===== src/rtl/bchfix_pkg.sv =====
package bchfix_pkg;

    typedef enum logic [1:0] {
        FX_IDLE  = 2'd0,
        FX_SCAN  = 2'd1,
        FX_PATCH = 2'd2
    } fix_state_e;

endpackage


===== src/rtl/bchfix_loc_map.sv =====
// Maps one codeword bit location onto a sector byte address and bit mask.
module bchfix_loc_map #(
    parameter int PAR_BITS  = 104,
    parameter int DATA_BITS = 4096,
    parameter int LOC_W     = 13,
    parameter int ADDR_W    = 9
) (
    input  logic [LOC_W-1:0]  loc,
    output logic              hit,
    output logic [ADDR_W-1:0] byte_addr,
    output logic [7:0]        bit_mask
);
    int data_pos;

    always_comb begin
        data_pos  = int'(loc) - PAR_BITS;
        hit       = (int'(loc) >= PAR_BITS) && (int'(loc) < PAR_BITS + DATA_BITS);
        byte_addr = '0;
        bit_mask  = '0;
        if (hit) begin
            byte_addr = ADDR_W'((DATA_BITS - 1 - data_pos) / 8);
            bit_mask  = 8'(1 << (data_pos % 8));
        end
    end
endmodule


===== src/rtl/bchfix_erase_detect.sv =====
// Flags a spare-area ECC field whose bytes are all 0xFF.
module bchfix_erase_detect #(
    parameter int NBYTES = 13
) (
    input  logic [NBYTES*8-1:0] ecc,
    output logic                all_ff
);
    logic [NBYTES-1:0] byte_ff;

    for (genvar g = 0; g < NBYTES; g++) begin : g_byte
        assign byte_ff[g] = &ecc[g*8 +: 8];
    end

    assign all_ff = &byte_ff;
endmodule


===== src/rtl/bchfix_syn_reverse.sv =====
// Reverses byte order: output byte i takes input byte NBYTES-1-i.
module bchfix_syn_reverse #(
    parameter int NBYTES = 13
) (
    input  logic [NBYTES*8-1:0] din,
    output logic [NBYTES*8-1:0] dout
);
    for (genvar g = 0; g < NBYTES; g++) begin : g_swap
        assign dout[g*8 +: 8] = din[(NBYTES-1-g)*8 +: 8];
    end
endmodule


===== src/rtl/bch_bitflip_fixer.sv =====
module bch_bitflip_fixer
    import bchfix_pkg::*;
#(
    parameter int SECTOR_BYTES   = 512,
    parameter int PARITY_NIBBLES = 26,
    parameter int MAX_ERRS       = 8,
    localparam int PAR_BITS  = PARITY_NIBBLES * 4,
    localparam int DATA_BITS = SECTOR_BYTES * 8,
    localparam int LOC_W     = $clog2(PAR_BITS + DATA_BITS),
    localparam int ADDR_W    = $clog2(SECTOR_BYTES),
    localparam int ECC_BYTES = PARITY_NIBBLES / 2,
    localparam int CNT_W     = $clog2(MAX_ERRS + 1),
    localparam int IDX_W     = (MAX_ERRS > 1) ? $clog2(MAX_ERRS) : 1
) (
    input  logic                      clk,
    input  logic                      rst_n,
    input  logic                      start,
    input  logic [CNT_W-1:0]          err_count,
    input  logic [MAX_ERRS*LOC_W-1:0] err_locs,
    input  logic                      uncorrectable,
    input  logic [ECC_BYTES*8-1:0]    stored_ecc,
    input  logic [ECC_BYTES*8-1:0]    calc_ecc,
    output logic [ECC_BYTES*8-1:0]    syndrome,
    output logic [ADDR_W-1:0]         mem_addr,
    output logic                      mem_rd_en,
    input  logic [7:0]                mem_rdata,
    output logic                      mem_wr_en,
    output logic [7:0]                mem_wdata,
    output logic                      busy,
    output logic                      done,
    output logic                      fail,
    output logic                      erased,
    output logic [CNT_W-1:0]          flip_count
);

    typedef struct packed {
        fix_state_e                st;
        logic [IDX_W-1:0]          idx;
        logic [CNT_W-1:0]          cnt;
        logic [MAX_ERRS*LOC_W-1:0] locs;
        logic [ADDR_W-1:0]         addr;
        logic [7:0]                mask;
        logic [CNT_W-1:0]          flips;
        logic                      done;
        logic                      fail;
        logic                      erased;
    } fix_regs_t;

    fix_regs_t r_d, r_q;

    logic [LOC_W-1:0]  cur_loc;
    logic              loc_hit;
    logic [ADDR_W-1:0] loc_addr;
    logic [7:0]        loc_mask;
    logic              page_erased;
    logic              at_last;
    logic [CNT_W-1:0]  cnt_clamped;

    assign cur_loc = r_q.locs[int'(r_q.idx)*LOC_W +: LOC_W];

    bchfix_loc_map #(
        .PAR_BITS (PAR_BITS),
        .DATA_BITS(DATA_BITS),
        .LOC_W    (LOC_W),
        .ADDR_W   (ADDR_W)
    ) i_loc_map (
        .loc      (cur_loc),
        .hit      (loc_hit),
        .byte_addr(loc_addr),
        .bit_mask (loc_mask)
    );

    bchfix_erase_detect #(.NBYTES(ECC_BYTES)) i_erase (
        .ecc   (stored_ecc),
        .all_ff(page_erased)
    );

    bchfix_syn_reverse #(.NBYTES(ECC_BYTES)) i_syn (
        .din (calc_ecc),
        .dout(syndrome)
    );

    assign cnt_clamped = (err_count > CNT_W'(MAX_ERRS)) ? CNT_W'(MAX_ERRS) : err_count;
    assign at_last     = (CNT_W'(r_q.idx) + CNT_W'(1)) == r_q.cnt;

    always_comb begin
        r_d       = r_q;
        r_d.done  = 1'b0;
        mem_addr  = '0;
        mem_rd_en = 1'b0;
        mem_wr_en = 1'b0;
        mem_wdata = '0;
        unique case (r_q.st)
            FX_IDLE: begin
                if (start) begin
                    r_d.flips  = '0;
                    r_d.fail   = 1'b0;
                    r_d.erased = 1'b0;
                    r_d.idx    = '0;
                    if (page_erased) begin
                        r_d.erased = 1'b1;
                        r_d.done   = 1'b1;
                    end else if (uncorrectable) begin
                        r_d.fail = 1'b1;
                        r_d.done = 1'b1;
                    end else if (cnt_clamped == '0) begin
                        r_d.done = 1'b1;
                    end else begin
                        r_d.cnt  = cnt_clamped;
                        r_d.locs = err_locs;
                        r_d.st   = FX_SCAN;
                    end
                end
            end
            FX_SCAN: begin
                if (loc_hit) begin
                    mem_rd_en = 1'b1;
                    mem_addr  = loc_addr;
                    r_d.addr  = loc_addr;
                    r_d.mask  = loc_mask;
                    r_d.st    = FX_PATCH;
                end else if (at_last) begin
                    r_d.done = 1'b1;
                    r_d.st   = FX_IDLE;
                end else begin
                    r_d.idx = r_q.idx + IDX_W'(1);
                end
            end
            FX_PATCH: begin
                mem_wr_en = 1'b1;
                mem_addr  = r_q.addr;
                mem_wdata = mem_rdata ^ r_q.mask;
                r_d.flips = r_q.flips + CNT_W'(1);
                if (at_last) begin
                    r_d.done = 1'b1;
                    r_d.st   = FX_IDLE;
                end else begin
                    r_d.idx = r_q.idx + IDX_W'(1);
                    r_d.st  = FX_SCAN;
                end
            end
            default: r_d.st = FX_IDLE;
        endcase
    end

    always_ff @(posedge clk or negedge rst_n) begin
        if (!rst_n) begin
            r_q <= '0;
        end else begin
            r_q <= r_d;
        end
    end

    assign busy       = (r_q.st != FX_IDLE);
    assign done       = r_q.done;
    assign fail       = r_q.fail;
    assign erased     = r_q.erased;
    assign flip_count = r_q.flips;

    // a write-back always follows a read of the same byte
    assert_patch_follows_read_R3: assert property (@(posedge clk) disable iff (!rst_n)
        mem_wr_en |-> ($past(mem_rd_en) && (mem_addr == $past(mem_addr))));

    // never more flips than the clamp allows
    assert_flip_bound_R5: assert property (@(posedge clk) disable iff (!rst_n)
        flip_count <= CNT_W'(MAX_ERRS));

    // an erased sector finishes with nothing flipped
    assert_erased_noflip_R6: assert property (@(posedge clk) disable iff (!rst_n)
        (done && erased) |-> (flip_count == '0));

    // an uncorrectable sector finishes with nothing flipped
    assert_fail_noflip_R7: assert property (@(posedge clk) disable iff (!rst_n)
        (done && fail) |-> (flip_count == '0));

    // done lasts one cycle unless a new start arrives at once
    assert_done_pulse_R9: assert property (@(posedge clk) disable iff (!rst_n)
        (done && !start) |=> !done);

endmodule


===== config.mk =====
export PLATFORM = sky130hd
export DESIGN_NAME = bch_bitflip_fixer
export DESIGN_NICKNAME = d
export VERILOG_FILES = /design/src/rtl/bchfix_pkg.sv /design/src/rtl/bchfix_loc_map.sv /design/src/rtl/bchfix_erase_detect.sv /design/src/rtl/bchfix_syn_reverse.sv /design/src/rtl/bch_bitflip_fixer.sv
export SDC_FILE = /design/constraint.sdc
export NUM_CORES = 1
export LEC_CHECK = 0
export CAP_MARGIN = 20
export CELL_PAD_IN_SITES_DETAIL_PLACEMENT = 1
export CELL_PAD_IN_SITES_GLOBAL_PLACEMENT = 1
export CORE_AREA = 2 2 177 179
export CTS_CLUSTER_DIAMETER = 60
export DETAILED_ROUTE_END_ITERATION = 8
export DIE_AREA = 0 0 179 181
export DONT_BUFFER_PORTS = 1
export PLACE_DENSITY_LB_ADDON = 0.12
export SLEW_MARGIN = 20
export SYNTH_ARGS = -nofsm -noshare
export SYNTH_HDL_FRONTEND = slang
export SYNTH_HIERARCHICAL = 1
export SYNTH_SLANG_ARGS = --single-unit
export TNS_END_PERCENT = 20

===== constraint.sdc =====
create_clock -name clk -period 5.4 [get_ports clk]
set_input_delay 0.54 -clock clk [delete_from_list [all_inputs] [get_ports clk]]
set_output_delay 0.54 -clock clk [all_outputs]
set_load 0.1 [all_outputs]

-- Yosys cells after proc, flatten, opt, wreduce, memory -nomap -nowiden
Index checks and enable logic that the tools add are counted.
- register bits: 137
- latch bits: 0
- RAM bits: 0
- ROM bits: 0
- input bits: 328
- output and inout port bits: 131
- memories kept: 0
- $add $sub $neg: 6
- multipliers: 1
- divide/modulo/power cells: 0
- magnitude comparators: 3
- eq/ne operators: 9
- shift operators: 2
- multiplexer cells: 32
- bitwise operators: 6
- reductions and logical operators: 15
- operators with widths (kind ; count):
    $mux 108 ; 3
    $mux 113 ; 1
    $reduce_and 104->1 ; 1
    $shiftx 104x8->13 ; 1
    $shl 1x32->8 const A ; 1
    $pmux 9 s2 ; 1
    $sub 13x14->15 const A ; 1
    $sub 13x7->14 const B ; 1
    $ge 13x7->1 const B ; 1
    $lt 13x13->1 const B ; 1
    $mux 1 ; 12
    $mux 2 ; 5
    $ne 2x2->1 const B ; 5
    $reduce_and 5->1 ; 2
    $add 9x1->9 ; 1
    $mux 9 ; 1
    $pmux 3 s3 ; 1
    $mux 8 ; 1
    $pmux 4 s2 ; 1
    $xor 8x8->8 ; 1
    $mul 3x4->7 const B ; 1
    $mux 7 ; 1
    $mux 3 ; 2
    $pmux 2 s3 ; 1
    20 further kinds ; 27

-- Longest topological paths before layout
Gate-level depths: netlist of run 1.
- depth in word-level cells: 9
- depth in mapped cells: 18
- mapped depth without buffers: 16

-- Modules after synthesis
Netlist of run 1, hierarchy kept.
- by module, submodules not included (module ; instances ; cells an instance ; area each (um^2) ; sequential area each (um^2)):
    bch_bitflip_fixer ; 1 ; 475 ; 6892.9 ; 3428.3
    bchfix_syn_reverse ; 1 ; 104 ; 780.7 ; 0.0
    bchfix_loc_map ; 1 ; 97 ; 634.4 ; 0.0
    bchfix_erase_detect ; 1 ; 36 ; 225.2 ; 0.0

-- Worst setup path before layout of run 1
OpenSTA, ideal clock, no wires.
- path kind: register -> output
- start point: reg r_q[133] (netlist bit)
- end point: out mem_addr[8]
- arrival: 6.608 ns
- setup slack: -1.748 ns
- stages on the path, launching flop included: 18
- cells stage by stage: dfrtp_1 buf_2 clkbuf_1 mux4_2 mux2_2 buf_2 or4_4 or2_2 or4_1 a21oi_1 ha_1 ha_1 nor4bb_1 o22ai_1 or3_1 a21oi_1 nand2_1 a21boi_0
- elaborated cells between the ends (all ways): 12
- classes of those cells: add/sub: 3; mul: 1; order compare: 2; shift: 1; mux: 2; bitwise: 1; reduce/logical: 2
- RTL lines (element ; line ; source):
    start, declared ; bch_bitflip_fixer.sv:49 ; fix_regs_t r_d, r_q;
    start signal, assigned ; bch_bitflip_fixer.sv:150 ; r_q <= r_d;
    $mul 3x4->7 * ; bch_bitflip_fixer.sv:59 ; assign cur_loc = r_q.locs[int'(r_q.idx)*LOC_W +: LOC_W];
    $shiftx 104x8->13 * ; bch_bitflip_fixer.sv:59 ;
    named net cur_loc[8] ; bch_bitflip_fixer.sv:51 ; logic [LOC_W-1:0] cur_loc;
    $sub 13x7->14 * ; bchfix_loc_map.sv:16 ; data_pos = int'(loc) - PAR_BITS;
    $sub 13x14->15 * ; bchfix_loc_map.sv:21 ; byte_addr = ADDR_W'((DATA_BITS - 1 - data_pos) / 8);
    $and 1x1->1 (no line) ; n/a ;
    $add 9x1->9 (no line) * ; n/a ;
    named net loc_addr[8] ; bch_bitflip_fixer.sv:53 ; logic [ADDR_W-1:0] loc_addr;
    $mux 9 * ; bch_bitflip_fixer.sv:116 ; if (loc_hit) begin
    $pmux 9 s2 * ; bch_bitflip_fixer.sv:93 ; unique case (r_q.st)
    end, declared ; bch_bitflip_fixer.sv:24 ; output logic [ADDR_W-1:0] mem_addr,
The timed path passes the listed nets; every way through them passes the cells marked *.

-- Worst setup path in the final report of run 1
- start point: reg r_q[132] (netlist bit)
- end point: out mem_addr[8]
The elaborated chain is that of the path after synthesis.

==> metrics.sh, run 1 <==
OUTCOME='finished clean'
DRT.ANTENNA.VIOLATING_NETS=0
NUMBER_OF_HOLD_VIOLATIONS_IN_THE_FINAL_REPORT=0
DRT_FIRST_ITER_VIOLATIONS=249
DETAILROUTE.VIA_COUNT=5194
CRITICALPATHCATEGORY='flip-flop to output pin'
COUNT_OF_CELL_TYPES_IN_THE_NETLIST=64
GRT_START_MAX_NET_PINS=138
FINALCRITPERIODSHARE=0.9877
STATIC-LEAKAGE-POWER_nW=4.054
MAX_CLOCK_FREQ_GHz=0.1875
NUM-FILL-CELLS=3205
GP_CONGESTION=0.9454
YOSYS.AREA.TOP_TYPE='sky130_fd_sc_hd__dfrtp_1'
PERIOD_MINUS_SLACK_NS=5.333
SYNTHTOPCELLSBYCOUNT='137 x sky130_fd_sc_hd__dfrtp_1, 109 x sky130_fd_sc_hd__buf_4, 80 x sky130_fd_sc_hd__mux2_4'
YOSYSWARNINGS=6
YS_TOP_CELLS_BY_AREA='sky130_fd_sc_hd__dfrtp_1 40%, sky130_fd_sc_hd__mux2_4 14%, sky130_fd_sc_hd__buf_4 9.6%, sky130_fd_sc_hd__mux2_2 4.8%, sky130_fd_sc_hd__mux4_1 4.6%'
POST-SYNTH-TOP-COUNT-CELL='sky130_fd_sc_hd__dfrtp_1'
YOSYS.AREA_SHARE.XOR_XNOR=0.02053
SHARE_OF_FINAL_LAYOUT_STANDARD_CELLS_STRONGER_THAN_DRIVE_STRENGTH_1=0.3688
WORST_EP_ARRIVAL_TIME_NS=4.79
CRITICAL_PATH.MAX_FANOUT=8
CTS_BUFFERS=17
DIEWIDTH_UM=179
CRITICAL-PATH-MAX-STAGE-DELAY_NS=0.52
MULTI_INPUT_COMB_AREA_UM2=4159
GRT_SETUP_UNREPAIRED='yes'
SYNTH_NETS=1050
FLOORPLAN.DIE_AREA_UM2=32400
FIN_WORST_SKEW_NS=0.01142
SETUP.WORST_PATH.END_CLASS='output pin'
STD_CELL_ROWS=64
SYNTHFLOPTYPE='sky130_fd_sc_hd__dfrtp_1'
SYNTH-COMPOUND-AREA-SHARE=0.04413
FIN_TOTAL_PWR_mW=6.616
DIE_HEIGHT_UM=181
I_O_PIN_COUNT=459
WORST_R2R_ENDPOINT='r_q[132]'
CLK_LATENCY_NS=0.43
TIMING_WORST_SLEW_PIN_VALUE_NS=1.073
YOSYS-MUX-AREA-FRACTION=0.2699
NUMBER_OF_SYNTHESIZED_FLOPS_WITH_AN_ENABLE_PIN=0
IRDROPWORSTVDD_mV=0.2582
WORSTPATHREQUIRED_NS=4.86
FINAL-MAX-SLEW-VIOLATION-COUNT=0
DOMINANT_COMBINATIONAL_CELL_FAMILY_BY_AREA_AFTER_SYNTHESIS='multiplexers'
CTSROOTBUFFERMASTER='sky130_fd_sc_hd__clkbuf_16'
SLEW_HEADROOM=0.2849
CAP_VIOL_MAX_COUNT=0
LAYOUT.CORE_UTILIZATION=0.3051
GLOBALROUTEOVERFLOWTOTAL=0
CLKSINKCOUNT=137
FIRST_GLOBAL_VIAS=5752
REG2REG_DEPTH=18
SYNTH_AREA_UM2=8533
SYNTHTOLAYOUTAREAGROWTH_PCT=8.504
FF_LATCH_AREA_UM2=3430
STARTPOINT_KIND_OF_THE_WORST_SETUP_TIMING_PATH='flip-flop'
SETUP_VIOL_COUNT_FINAL=0
SYNTHESIS.INSTANCES=712
ROUTED_WL_UM=26090
CTS_TREE='yes'
CLK_TRANSITION_REPORTED_PATHS_NS=0.07
SYNTH_SEQ_CELLS=137
INITIAL_CORE_UTILIZATION=0.2812
PLACE.PORT_BUFFERS=0
NETS=974
SYNTH_TOP_CELL_AREA_SHARE=0.4018
POST-DP-HPWL_UM=20240
GROUTE.USAGE.OVERALL=0.1634
R2R_SLACK_NS=1.12
PLACEABLE_AREA_UM2=30350
SLOWEST_STAGE='sky130_fd_sc_hd__mux4_2'
ANTENNA_FOUND_INITIAL=11
SYNTH_SIMPLE_GATE_AREA_SHARE=0.1240
SYNTH.AVG_CELL_AREA_UM2=11.98
SYNTH-ASYNC-RESET-RATIO=1.000
GRT_PASS1_WL_UM=38710
MIN-DELAY-PATH-CLASS='input port to async pin'
DETAIL_ROUTE.VIAS_PER_CELL=4.947
SYNTH_SEQUENTIAL_AREA_RATIO=0.4018
CTS_MAX_PATH_BUFFERS=2
RR_STARTPOINT='r_q[132]'
P_PER_AREA_nW_PER_UM2=714.5
DRC_MARKERS=0
CRIT_PATH_CELL_TRACE='buf_12, mux4_2, mux2_4, or4_4, or2_4, or4_4, a21oi_4, ha_4, ha_4, nor4bb_4, o22ai_2, or3_1, a21oi_1, nand2_1, a21boi_2, buf_12'
SYNTH_FA_HA_AREA_FRAC=0.01466
ROUTE.DETAILED.WL_PER_INST_UM=24.85
DRTPASS1ITERATIONS=5
HTREE_LEVELS=4
==> timing repair <==
action,in CTS,in global routing
endpoints found under the setup margin,3,9
cloned,0,1
pin swaps,11,4
hold endpoints to repair,137,0
setup buffers,9,1
resized for setup,19,12
hold buffers,1,0
==> cell type report <==
| type | count | area share |
|---|---|---|
| Clock inverter | 12 | 0.01892 |
| Clock buffer | 19 | 0.04784 |
| Timing Repair Buffer | 42 | 0.05405 |
| Timing Repair inverter | 1 | 0.0008108 |
| Inverter | 8 | 0.003649 |
| Sequential cell | 137 | 0.3704 |
| Tap cell | 396 | 0.05351 |
| Antenna cell | 6 | 0.001622 |
| Multi-Input combinational cell | 429 | 0.4492 |
==> report_power, final <==
group,switching (mW),total (mW),internal (mW)
sequential,0.394,1.91,1.52
clock,0.476,1.26,0.781
combinational,1.75,3.45,1.70
==> logic make-up (layout without fill, tap and decap cells) <==
family / after synthesis / after routing
simple gates: 195 / 195
mux: 147 / 147
buf+inv: 146 / 82
flops: 137 / 137
compound gates: 57 / 57
xor+xnor: 20 / 20
fa+ha+maj: 10 / 10
other cells: 0 / 6
==> layout by cell type (no fill, tap or decap), types with 5 or more instances in the layout <==
| cell type | instances |
|---|---|
| sky130_fd_sc_hd__mux4_2 | 16 |
| sky130_fd_sc_hd__clkinvlp_4 | 5 |
| sky130_fd_sc_hd__inv_1 | 7 |
| sky130_fd_sc_hd__nor3_1 | 7 |
| sky130_fd_sc_hd__nand3b_1 | 6 |
| sky130_fd_sc_hd__nand4_1 | 29 |
| sky130_fd_sc_hd__a21oi_1 | 5 |
| sky130_fd_sc_hd__nand2b_1 | 7 |
| sky130_fd_sc_hd__diode_2 | 6 |
| sky130_fd_sc_hd__xnor2_1 | 7 |
| sky130_fd_sc_hd__mux2_4 | 85 |
| sky130_fd_sc_hd__ha_1 | 7 |
| sky130_fd_sc_hd__mux2_2 | 31 |
| sky130_fd_sc_hd__xor2_1 | 13 |
| sky130_fd_sc_hd__nor2_1 | 16 |
| sky130_fd_sc_hd__buf_12 | 12 |
| sky130_fd_sc_hd__and2_1 | 10 |
| sky130_fd_sc_hd__nor4_1 | 5 |
| sky130_fd_sc_hd__o21ai_0 | 18 |
| sky130_fd_sc_hd__mux4_1 | 10 |
| sky130_fd_sc_hd__nand3_1 | 5 |
| sky130_fd_sc_hd__buf_4 | 25 |
| sky130_fd_sc_hd__dfrtp_1 | 136 |
| sky130_fd_sc_hd__nand2_1 | 77 |
| sky130_fd_sc_hd__clkbuf_16 | 17 |
| sky130_fd_sc_hd__a21boi_2 | 9 |
==> state kept, by name (all words and copies together), names as in the netlist <==
name	flops
erased	1
fail	1
r_q	130
done	1
flip_count	4
==> worst max-delay path, delay by kind of cell, from the launching register on <==
family / cells / cell delay, ns
AOI/OAI and AO/OA: 4 / 0.62
adders and majority gates: 2 / 0.31
buffers and inverters: 2 / 0.34
DFF: 1 / 0.40
muxes: 2 / 0.81
and+or+nand+nor: 6 / 1.89
==> per-stage QoR <==
stage                     cells   TNS, ns  instance area (um^2)  setup slack [ns]  hold WS [ns]
after floorplan             712    -2.806                  8544           -0.5836        0.2444
after global placement     1002         0                  8428           0.02305        0.2486
after detailed placement   1002  -0.03645                  8428          -0.03645        0.2482
after CTS                  1042         0                  9180           0.01877        0.1044
after global routing       1048   -0.2958                  9254           -0.1165        0.1434
final                      1050         0                  9259           0.06658        0.1015
==> worst max path at each step <==
| stage | start | to | slack (ns) | depth (start not counted) |
|---|---|---|---|---|
| finish | r_q[132] | mem_addr[8] | 0.07 | 16 |
| CTS | r_q[132] | mem_addr[8] | 0.02 | 17 |
| detailed placement | r_q[132] | mem_addr[8] | -0.04 | 16 |
| floorplan | r_q[133] | mem_addr[4] | -0.58 | 16 |
| global placement | r_q[132] | mem_addr[8] | 0.02 | 16 |
| global route | r_q[132] | mem_addr[8] | -0.12 | 16 |
==> layer usage <==
metal / GRT usage / vias to the layer above / share of wire
li1: - / 2296 / -
met1: 0.2011 / 2599 / 0.42
met2: 0.2337 / 232 / 0.43
met3: 0.09891 / 57 / 0.13
met4: 0.05626 / 10 / 0.020
met5: 0 / - / 0.0025
Power figures use the tool's default switching activity.
==> run 2: changes to the inputs <==
--- a/config.mk
+++ b/config.mk
@@ -8,12 +8,13 @@
 export CAP_MARGIN = 20
 export CELL_PAD_IN_SITES_DETAIL_PLACEMENT = 1
 export CELL_PAD_IN_SITES_GLOBAL_PLACEMENT = 1
-export CORE_AREA = 2 2 177 179
+export CORE_AREA = 3 3 178 180
 export CTS_CLUSTER_DIAMETER = 60
 export DETAILED_ROUTE_END_ITERATION = 8
-export DIE_AREA = 0 0 179 181
+export DIE_AREA = 0 0 181 183
 export DONT_BUFFER_PORTS = 1
 export PLACE_DENSITY_LB_ADDON = 0.12
+export SETUP_SLACK_MARGIN = 0.2
 export SLEW_MARGIN = 20
 export SYNTH_ARGS = -nofsm -noshare
 export SYNTH_HDL_FRONTEND = slang
==> run 2 against run 1 <==
  * The flow now finishes with violations (setup timing)
  * Clock power down 8%
  * Clock-buffer cell count fell by 2
  * Non-clock buffer count rose by 7
  * Worst setup slack got worse by 0.12 ns
  * Core utilization hardly changed
  * Via count increased by 0.69%
  * Combinational power increased by 2%
  * Critical path depth grew 2
  * Sequential share of layout area hardly changed
  * Clock skew about the same
==> metrics.sh, run 2 (synthesis results as in run 1) <==
OUTCOME='finished with violations'
VIOLATIONS_IN_THE_FINAL_REPORTS='setup timing'
CRITICALPATHCATEGORY='flip-flop to output pin'
GRT_SETUP_UNREPAIRED='yes'
ROUTED_WL_UM=25880  # -0.82%
LARGEST-REGISTER='r_q'
WORSTPATHREQUIRED_NS=4.86  # about the same
FINALSETUPTNS_NS=-0.07539  # -0.07539 ns
PERIOD_MINUS_SLACK_NS=5.454  # +0.1204 ns
NUMBER_OF_HOLD_VIOLATIONS_IN_THE_FINAL_REPORT=0  # unchanged
IRDROPWORSTVDD_mV=0.2515  # -2.6%
CRITICAL_PATH.MAX_FANOUT=5  # -3
FIN_TOTAL_PWR_mW=6.573  # -0.64%
LARGEST_REGISTER_FF_COUNT=130  # unchanged
DRT.ANTENNA.VIOLATING_NETS=0  # unchanged
STD_CELL_ROWS=64  # unchanged
MIN-DELAY-PATH-CLASS='input port to async pin'
LAYOUT_SETUP_WS_NS=-0.05379  # -0.1204 ns
GRT_PASS1_WL_UM=38590  # -0.30%
CTSROOTBUFFERMASTER='sky130_fd_sc_hd__clkbuf_16'
DIEWIDTH_UM=181  # +1.1%
FIN_WORST_SKEW_NS=0.01137  # -0.00004780 ns
CLK_LATENCY_NS=0.43  # about the same
SHARE_OF_FINAL_LAYOUT_STANDARD_CELLS_STRONGER_THAN_DRIVE_STRENGTH_1=0.3740  # +0.005219
DETAILROUTE.VIA_COUNT=5230  # +0.69%
DIE_HEIGHT_UM=183  # +1.1%
PLACEABLE_AREA_UM2=30350  # unchanged
SLEW_HEADROOM=0.3250  # +0.04014
FIRST_GLOBAL_VIAS=5984  # +4.0%
PLACE.PORT_BUFFERS=0  # unchanged
SETUP.WORST_PATH.END_CLASS='output pin'
SETUP_VIOL_COUNT_FINAL=2  # +2
FINALCRITPERIODSHARE=1.010  # +0.02229
GROUTE.USAGE.OVERALL=0.1539  # -0.009448
DRT_FIRST_ITER_VIOLATIONS=215  # -14%
FINAL-MAX-SLEW-VIOLATION-COUNT=0  # unchanged
CLKSINKCOUNT=137  # unchanged
GP_CONGESTION=0.9604  # +1.6%
NETS=980  # +0.62%
CTS_TREE='yes'
LAYOUT_COMMONEST_CELL='sky130_fd_sc_hd__dfrtp_1'
I_O_PIN_COUNT=459  # unchanged
REG_TOP3='r_q (130), flip_count (4)'
CLK_TRANSITION_REPORTED_PATHS_NS=0.07  # about the same
LAYOUT.CELLS.MOST_COMMON_LIST='136 x sky130_fd_sc_hd__dfrtp_1, 86 x sky130_fd_sc_hd__mux2_4, 77 x sky130_fd_sc_hd__nand2_1'
CTS_MAX_PATH_BUFFERS=2  # unchanged
MULTI_INPUT_COMB_AREA_UM2=4154  # -0.12%
STATIC-LEAKAGE-POWER_nW=4.095  # +1.0%
ROUTE.DETAILED.WL_PER_INST_UM=24.55  # -1.2%
WORST_EP_ARRIVAL_TIME_NS=4.91  # +0.12 ns
FF_LATCH_AREA_UM2=3430  # unchanged
STARTPOINT_KIND_OF_THE_WORST_SETUP_TIMING_PATH='flip-flop'
NUM-FILL-CELLS=3301  # +3.0%
ANTENNA_FOUND_INITIAL=11  # unchanged
CAP_VIOL_MAX_COUNT=0  # unchanged
GLOBALROUTEOVERFLOWTOTAL=0  # unchanged
INITIAL_CORE_UTILIZATION=0.2812  # unchanged
TIMING_WORST_SLEW_PIN_VALUE_NS=1.013  # -0.06021 ns
HTREE_LEVELS=4  # unchanged
SYNTHTOLAYOUTAREAGROWTH_PCT=8.446  # about the same
FLOORPLAN.DIE_AREA_UM2=33120  # +2.2%
CTS_BUFFERS=17  # unchanged
POST-DP-HPWL_UM=19810  # -2.1%
P_PER_AREA_nW_PER_UM2=710.3  # -0.59%
MAX_CLOCK_FREQ_GHz=0.1834  # -2.2%
GRT_START_MAX_NET_PINS=138  # unchanged
DETAIL_ROUTE.VIAS_PER_CELL=4.962  # +0.31%
DRC_MARKERS=0  # unchanged
DRTPASS1ITERATIONS=4  # -1
## run 2: changes by cell type in the layout (fill, tap and decap cells not counted), sizes merged, moves of 2 or more
cell | before | now
buf | 42 | 49
bufinv | 4 | 0
clkbuf | 19 | 17
clkinvlp | 5 | 1
diode | 6 | 3
inv | 7 | 18
## run 2: routing by layer
metal | GRT usage | part of all wire
met1 | 0.1872 | 0.41
met2 | 0.2318 | 0.45
met3 | 0.08469 | 0.11
met4 | 0.05393 | 0.022
met5 | 0.002857 | 0.0040
## run 2: path summary, 6_finish.rpt
path / from / depth (start not counted) / slack [ns] / end
min in group clk: err_locs[18] / 1 / 0.25 / r_q[42]
min reg2reg: r_q[23] / 2 / 0.49 / r_q[23]
min: rst_n / 1 / 0.13 / r_q[38]
max reg2reg: r_q[132] / 19 / 1.09 / r_q[132]
max: r_q[132] / 18 / -0.05 / mem_addr[8]
max in group asynchronous: rst_n / 1 / 4.74 / r_q[132]
## run 2: timing repair
action | CTS | global route
buffers inserted | 14 | 1
gates resized for setup | 22 | 3
hold endpoints to repair | 137 | 0
hold buffers | 1 | 0
pin swaps | 16 | 3
endpoints found under the setup margin | 9 | 10
## run 2: where the power goes
group	leakage (nW)	internal [mW]	total [mW]	switching, mW
Combinational	2.14	1.72	3.52	1.79
Sequential	1.67	1.51	1.90	0.384
Clock	0.284	0.618	1.16	0.542
Total	4.09	3.86	6.57	2.72
## run 2: per-stage QoR
step / cells / hold WS [ns] / setup slack (ns) / util / cell area (um^2)
final: 1054 / 0.1319 / -0.05379 / 0.3049 / 9254
after global routing: 1053 / 0.1633 / -0.2193 / 0.3048 / 9251
after detailed placement: 1003 / 0.2490 / -0.01359 / 0.2780 / 8436
after CTS: 1050 / 0.1485 / -0.05201 / 0.3040 / 9228
after floorplan: 712 / 0.2444 / -0.4947 / - / 8548
after global placement: 1003 / 0.2494 / 0.02503 / 0.2780 / 8436
## run 2: area by class of cell
type	instances	area share
Antenna cell	3	0.0008112
Clock buffer	17	0.04597
Clock inverter	15	0.01609
Inverter	8	0.003380
Multi-Input combinational cell	429	0.4489
Sequential cell	137	0.3706
Tap cell	396	0.05354
Timing Repair Buffer	49	0.06071
## run 2: critical path, cell delays in order, from the launching register on
cell	delay, ns
sky130_fd_sc_hd__dfrtp_2	0.38
sky130_fd_sc_hd__buf_12	0.13
sky130_fd_sc_hd__buf_12	0.10
sky130_fd_sc_hd__mux4_2	0.50
sky130_fd_sc_hd__mux2_4	0.30
sky130_fd_sc_hd__or4_4	0.52
sky130_fd_sc_hd__or2_4	0.26
sky130_fd_sc_hd__or4_4	0.41
sky130_fd_sc_hd__a21oi_2	0.14
sky130_fd_sc_hd__ha_2	0.22
sky130_fd_sc_hd__ha_4	0.15
sky130_fd_sc_hd__nand3b_1	0.12
sky130_fd_sc_hd__a21oi_2	0.19
sky130_fd_sc_hd__o22ai_2	0.11
sky130_fd_sc_hd__or3_1	0.34
sky130_fd_sc_hd__a21oi_1	0.13
sky130_fd_sc_hd__nand2_1	0.11
sky130_fd_sc_hd__a21boi_2	0.18
sky130_fd_sc_hd__buf_12	0.19
==> run 3: changes to the inputs <==
--- a/config.mk
+++ b/config.mk
@@ -15,6 +15,7 @@
 export DONT_BUFFER_PORTS = 1
 export PLACE_DENSITY_LB_ADDON = 0.12
 export SETUP_SLACK_MARGIN = 0.2
+export SKIP_CTS_REPAIR_TIMING = 1
 export SLEW_MARGIN = 20
 export SYNTH_ARGS = -nofsm -noshare
 export SYNTH_HDL_FRONTEND = slang
==> run 3 against run 2 <==
  * The flow still finishes with violations (setup timing)
  * Combinational power fell by 3%
  * Highest routed layer unchanged
  * Die area stayed put
  * Clock-buffer cell count did not move
  * First-iteration DRC count down 4.7%
  * Clock power hardly changed
  * Critical path depth decreased by 1
  * Worst setup slack better by 0.013 ns
  * Wire length down 0.74%
  * Sequential cell count is the same
  * Sequential power hardly changed
  * Core utilization fell by 0.34 points
  * Largest cell class unchanged
  * Design area down 1.1%
==> metrics.sh, run 3 (synthesis results as in run 1) <==
OUTCOME='finished with violations'
VIOLATIONS_IN_THE_FINAL_REPORTS='setup timing'
DRT.ANTENNA.VIOLATING_NETS=0  # unchanged
STD_CELL_ROWS=64  # unchanged
WORST_EP_ARRIVAL_TIME_NS=4.90  # about the same
SHARE_OF_FINAL_LAYOUT_STANDARD_CELLS_STRONGER_THAN_DRIVE_STRENGTH_1=0.3649  # -0.009139
CLK_LATENCY_NS=0.42  # about the same
DRTPASS1ITERATIONS=4  # unchanged
CLKSINKCOUNT=137  # unchanged
DIE_HEIGHT_UM=183  # unchanged
FLOORPLAN.DIE_AREA_UM2=33120  # unchanged
LAYOUT_COMMONEST_CELL='sky130_fd_sc_hd__dfrtp_1'
DRT_FIRST_ITER_VIOLATIONS=205  # -4.7%
DP_CELLS=1003  # unchanged
REG_TOP3='r_q (130), flip_count (4)'
NETS=969  # -1.1%
DIEWIDTH_UM=181  # unchanged
LARGEST-REGISTER='r_q'
STATIC-LEAKAGE-POWER_nW=4.017  # -1.9%
SLOWEST_STAGE='sky130_fd_sc_hd__or4_4'
COUNT_OF_NON_FILLER_CELLS_IN_THE_FINISHED_LAYOUT=1043  # -1.0%
CLK_TRANSITION_REPORTED_PATHS_NS=0.07  # about the same
POST-DP-HPWL_UM=19810  # unchanged
LAYOUT_SETUP_WS_NS=-0.04051  # +0.01328 ns
P_PER_AREA_nW_PER_UM2=707.6  # -0.38%
HTREE_LEVELS=4  # unchanged
NUM-FILL-CELLS=3297  # -0.12%
FIN_WORST_SKEW_NS=0.01264  # +0.001265 ns
SETUP.WORST_PATH.END_CLASS='output pin'
CTS_BUFFERS=17  # unchanged
ROUTED_WL_UM=25690  # -0.74%
PLACE.PORT_BUFFERS=0  # unchanged
FIRST_GLOBAL_VIAS=5920  # -1.1%
STARTPOINT_KIND_OF_THE_WORST_SETUP_TIMING_PATH='flip-flop'
FIN_TOTAL_PWR_mW=6.476  # -1.5%
MIN-DELAY-PATH-CLASS='input port to async pin'
WORSTPATHREQUIRED_NS=4.86  # about the same
CTS_MAX_PATH_BUFFERS=2  # unchanged
CRITICAL_PATH.MAX_FANOUT=5  # unchanged
GP_CONGESTION=0.9604  # unchanged
GRT_SETUP_UNREPAIRED='yes'
GROUTE.USAGE.OVERALL=0.1512  # -0.002776
GRT_PASS1_WL_UM=37890  # -1.8%
LAYOUT.CELLS.MOST_COMMON_LIST='136 x sky130_fd_sc_hd__dfrtp_1, 83 x sky130_fd_sc_hd__mux2_4, 77 x sky130_fd_sc_hd__nand2_1'
CTSROOTBUFFERMASTER='sky130_fd_sc_hd__clkbuf_16'
ROUTE.DETAILED.WL_PER_INST_UM=24.63  # +0.30%
SETUP_VIOL_COUNT_FINAL=1  # -1
CP_TOP_FAMILY='simple AND/OR/NAND/NOR gates'
I_O_PIN_COUNT=459  # unchanged
SYNTHTOLAYOUTAREAGROWTH_PCT=7.243
GLOBALROUTEOVERFLOWTOTAL=0  # unchanged
MAX_CLOCK_FREQ_GHz=0.1838  # +0.24%
R2R_SLACK_NS=1.03  # -0.06 ns
LARGEST_REGISTER_FF_COUNT=130  # unchanged
PERIOD_MINUS_SLACK_NS=5.441  # -0.01328 ns
FINALSETUPTNS_NS=-0.04051  # +0.03489 ns
FINAL.HOLD.WORST_SLACK_NS=0.08442  # -0.04747 ns
GRT_START_MAX_NET_PINS=138  # unchanged
FINALCRITPERIODSHARE=1.008  # -0.002460
NUMBER_OF_HOLD_VIOLATIONS_IN_THE_FINAL_REPORT=0  # unchanged
IRDROPWORSTVDD_mV=0.2458  # -2.3%
CRITICAL-PATH-MAX-STAGE-DELAY_NS=0.54  # +0.02 ns
SLEW_HEADROOM=0.3188  # -0.006237
DETAIL_ROUTE.VIAS_PER_CELL=4.974  # +0.24%
CRIT_PATH_CELL_TRACE='clkbuf_16, mux4_2, mux2_4, or4_4, or2_4, or4_4, a21oi_2, ha_2, ha_4, nand3b_1, a21oi_2, o22ai_2, or3_1, a21oi_1, nand2_1, a21boi_2, buf_12'
CRITICALPATHCATEGORY='flip-flop to output pin'
FINAL-MAX-SLEW-VIOLATION-COUNT=0  # unchanged
INITIAL_CORE_UTILIZATION=0.2812  # unchanged
DRC_MARKERS=0  # unchanged
DETAILROUTE.VIA_COUNT=5188  # -0.80%
LAYOUT.CORE_UTILIZATION=0.3015  # -0.003380
TIMING_WORST_SLEW_PIN_VALUE_NS=1.022  # +0.009356 ns
PLACEABLE_AREA_UM2=30350  # unchanged
CTS_TREE='yes'
ANTENNA_FOUND_INITIAL=11  # unchanged
WORSTPATHBUFFERINVERTERCOUNT=2  # -1
CAP_VIOL_MAX_COUNT=0  # unchanged
==> run 3: changes by cell type in the layout (fill, tap and decap cells not counted), sizes merged <==
cell | previous run | this run
clkinv | 4 | 3
buf | 49 | 37
clkinvlp | 1 | 2
clkbuf | 17 | 18
==> run 3: final timing paths <==
kind                              start  cells after the start          end
hold reg to reg                 r_q[23]                      2      r_q[23]
setup reg to reg               r_q[132]                     18     r_q[132]
hold / removal                    rst_n                      1      r_q[61]
min in group clk           err_locs[18]                      1      r_q[42]
setup / recovery               r_q[132]                     17  mem_addr[8]
max in group asynchronous         rst_n                      1     r_q[132]
==> run 3: power breakdown <==
part	switching (mW)	internal [mW]	total, mW	leakage [nW]
clock	0.541	0.618	1.16	0.284
sequential	0.389	1.51	1.90	1.67
combinational	1.76	1.65	3.41	2.07
total	2.69	3.78	6.48	4.02
==> run 3: layout make-up <==
type	instances	area, um^2	area share
Sequential cell	137	3430	0.3748
Clock inverter	15	148.9	0.01627
Multi-Input combinational cell	429	4130	0.4513
Timing Repair Buffer	38	480.5	0.05250
Tap cell	396	495.5	0.05414
Inverter	8	33.78	0.003692
Antenna cell	3	7.507	0.0008203
Clock buffer	17	425.4	0.04649
==> run 3: per-stage QoR <==
stage | setup WS, ns | instance area (um^2)
after floorplan | -0.4947 | 8548
after global placement | 0.02503 | 8436
after detailed placement | -0.01359 | 8436
after CTS | -0.4849 | 9010
after global routing | -0.1829 | 9149
final | -0.04051 | 9151
==> run 3: metal layers <==
layer | wire length (um) | track usage | up-vias
met4 | 657 | 0.05667 | 16
met5 | 109 | 0.002857 | -
li1 | - | - | 2274
met1 | 10560 | 0.1841 | 2598
met2 | 11350 | 0.2244 | 223
met3 | 3010 | 0.08449 | 77
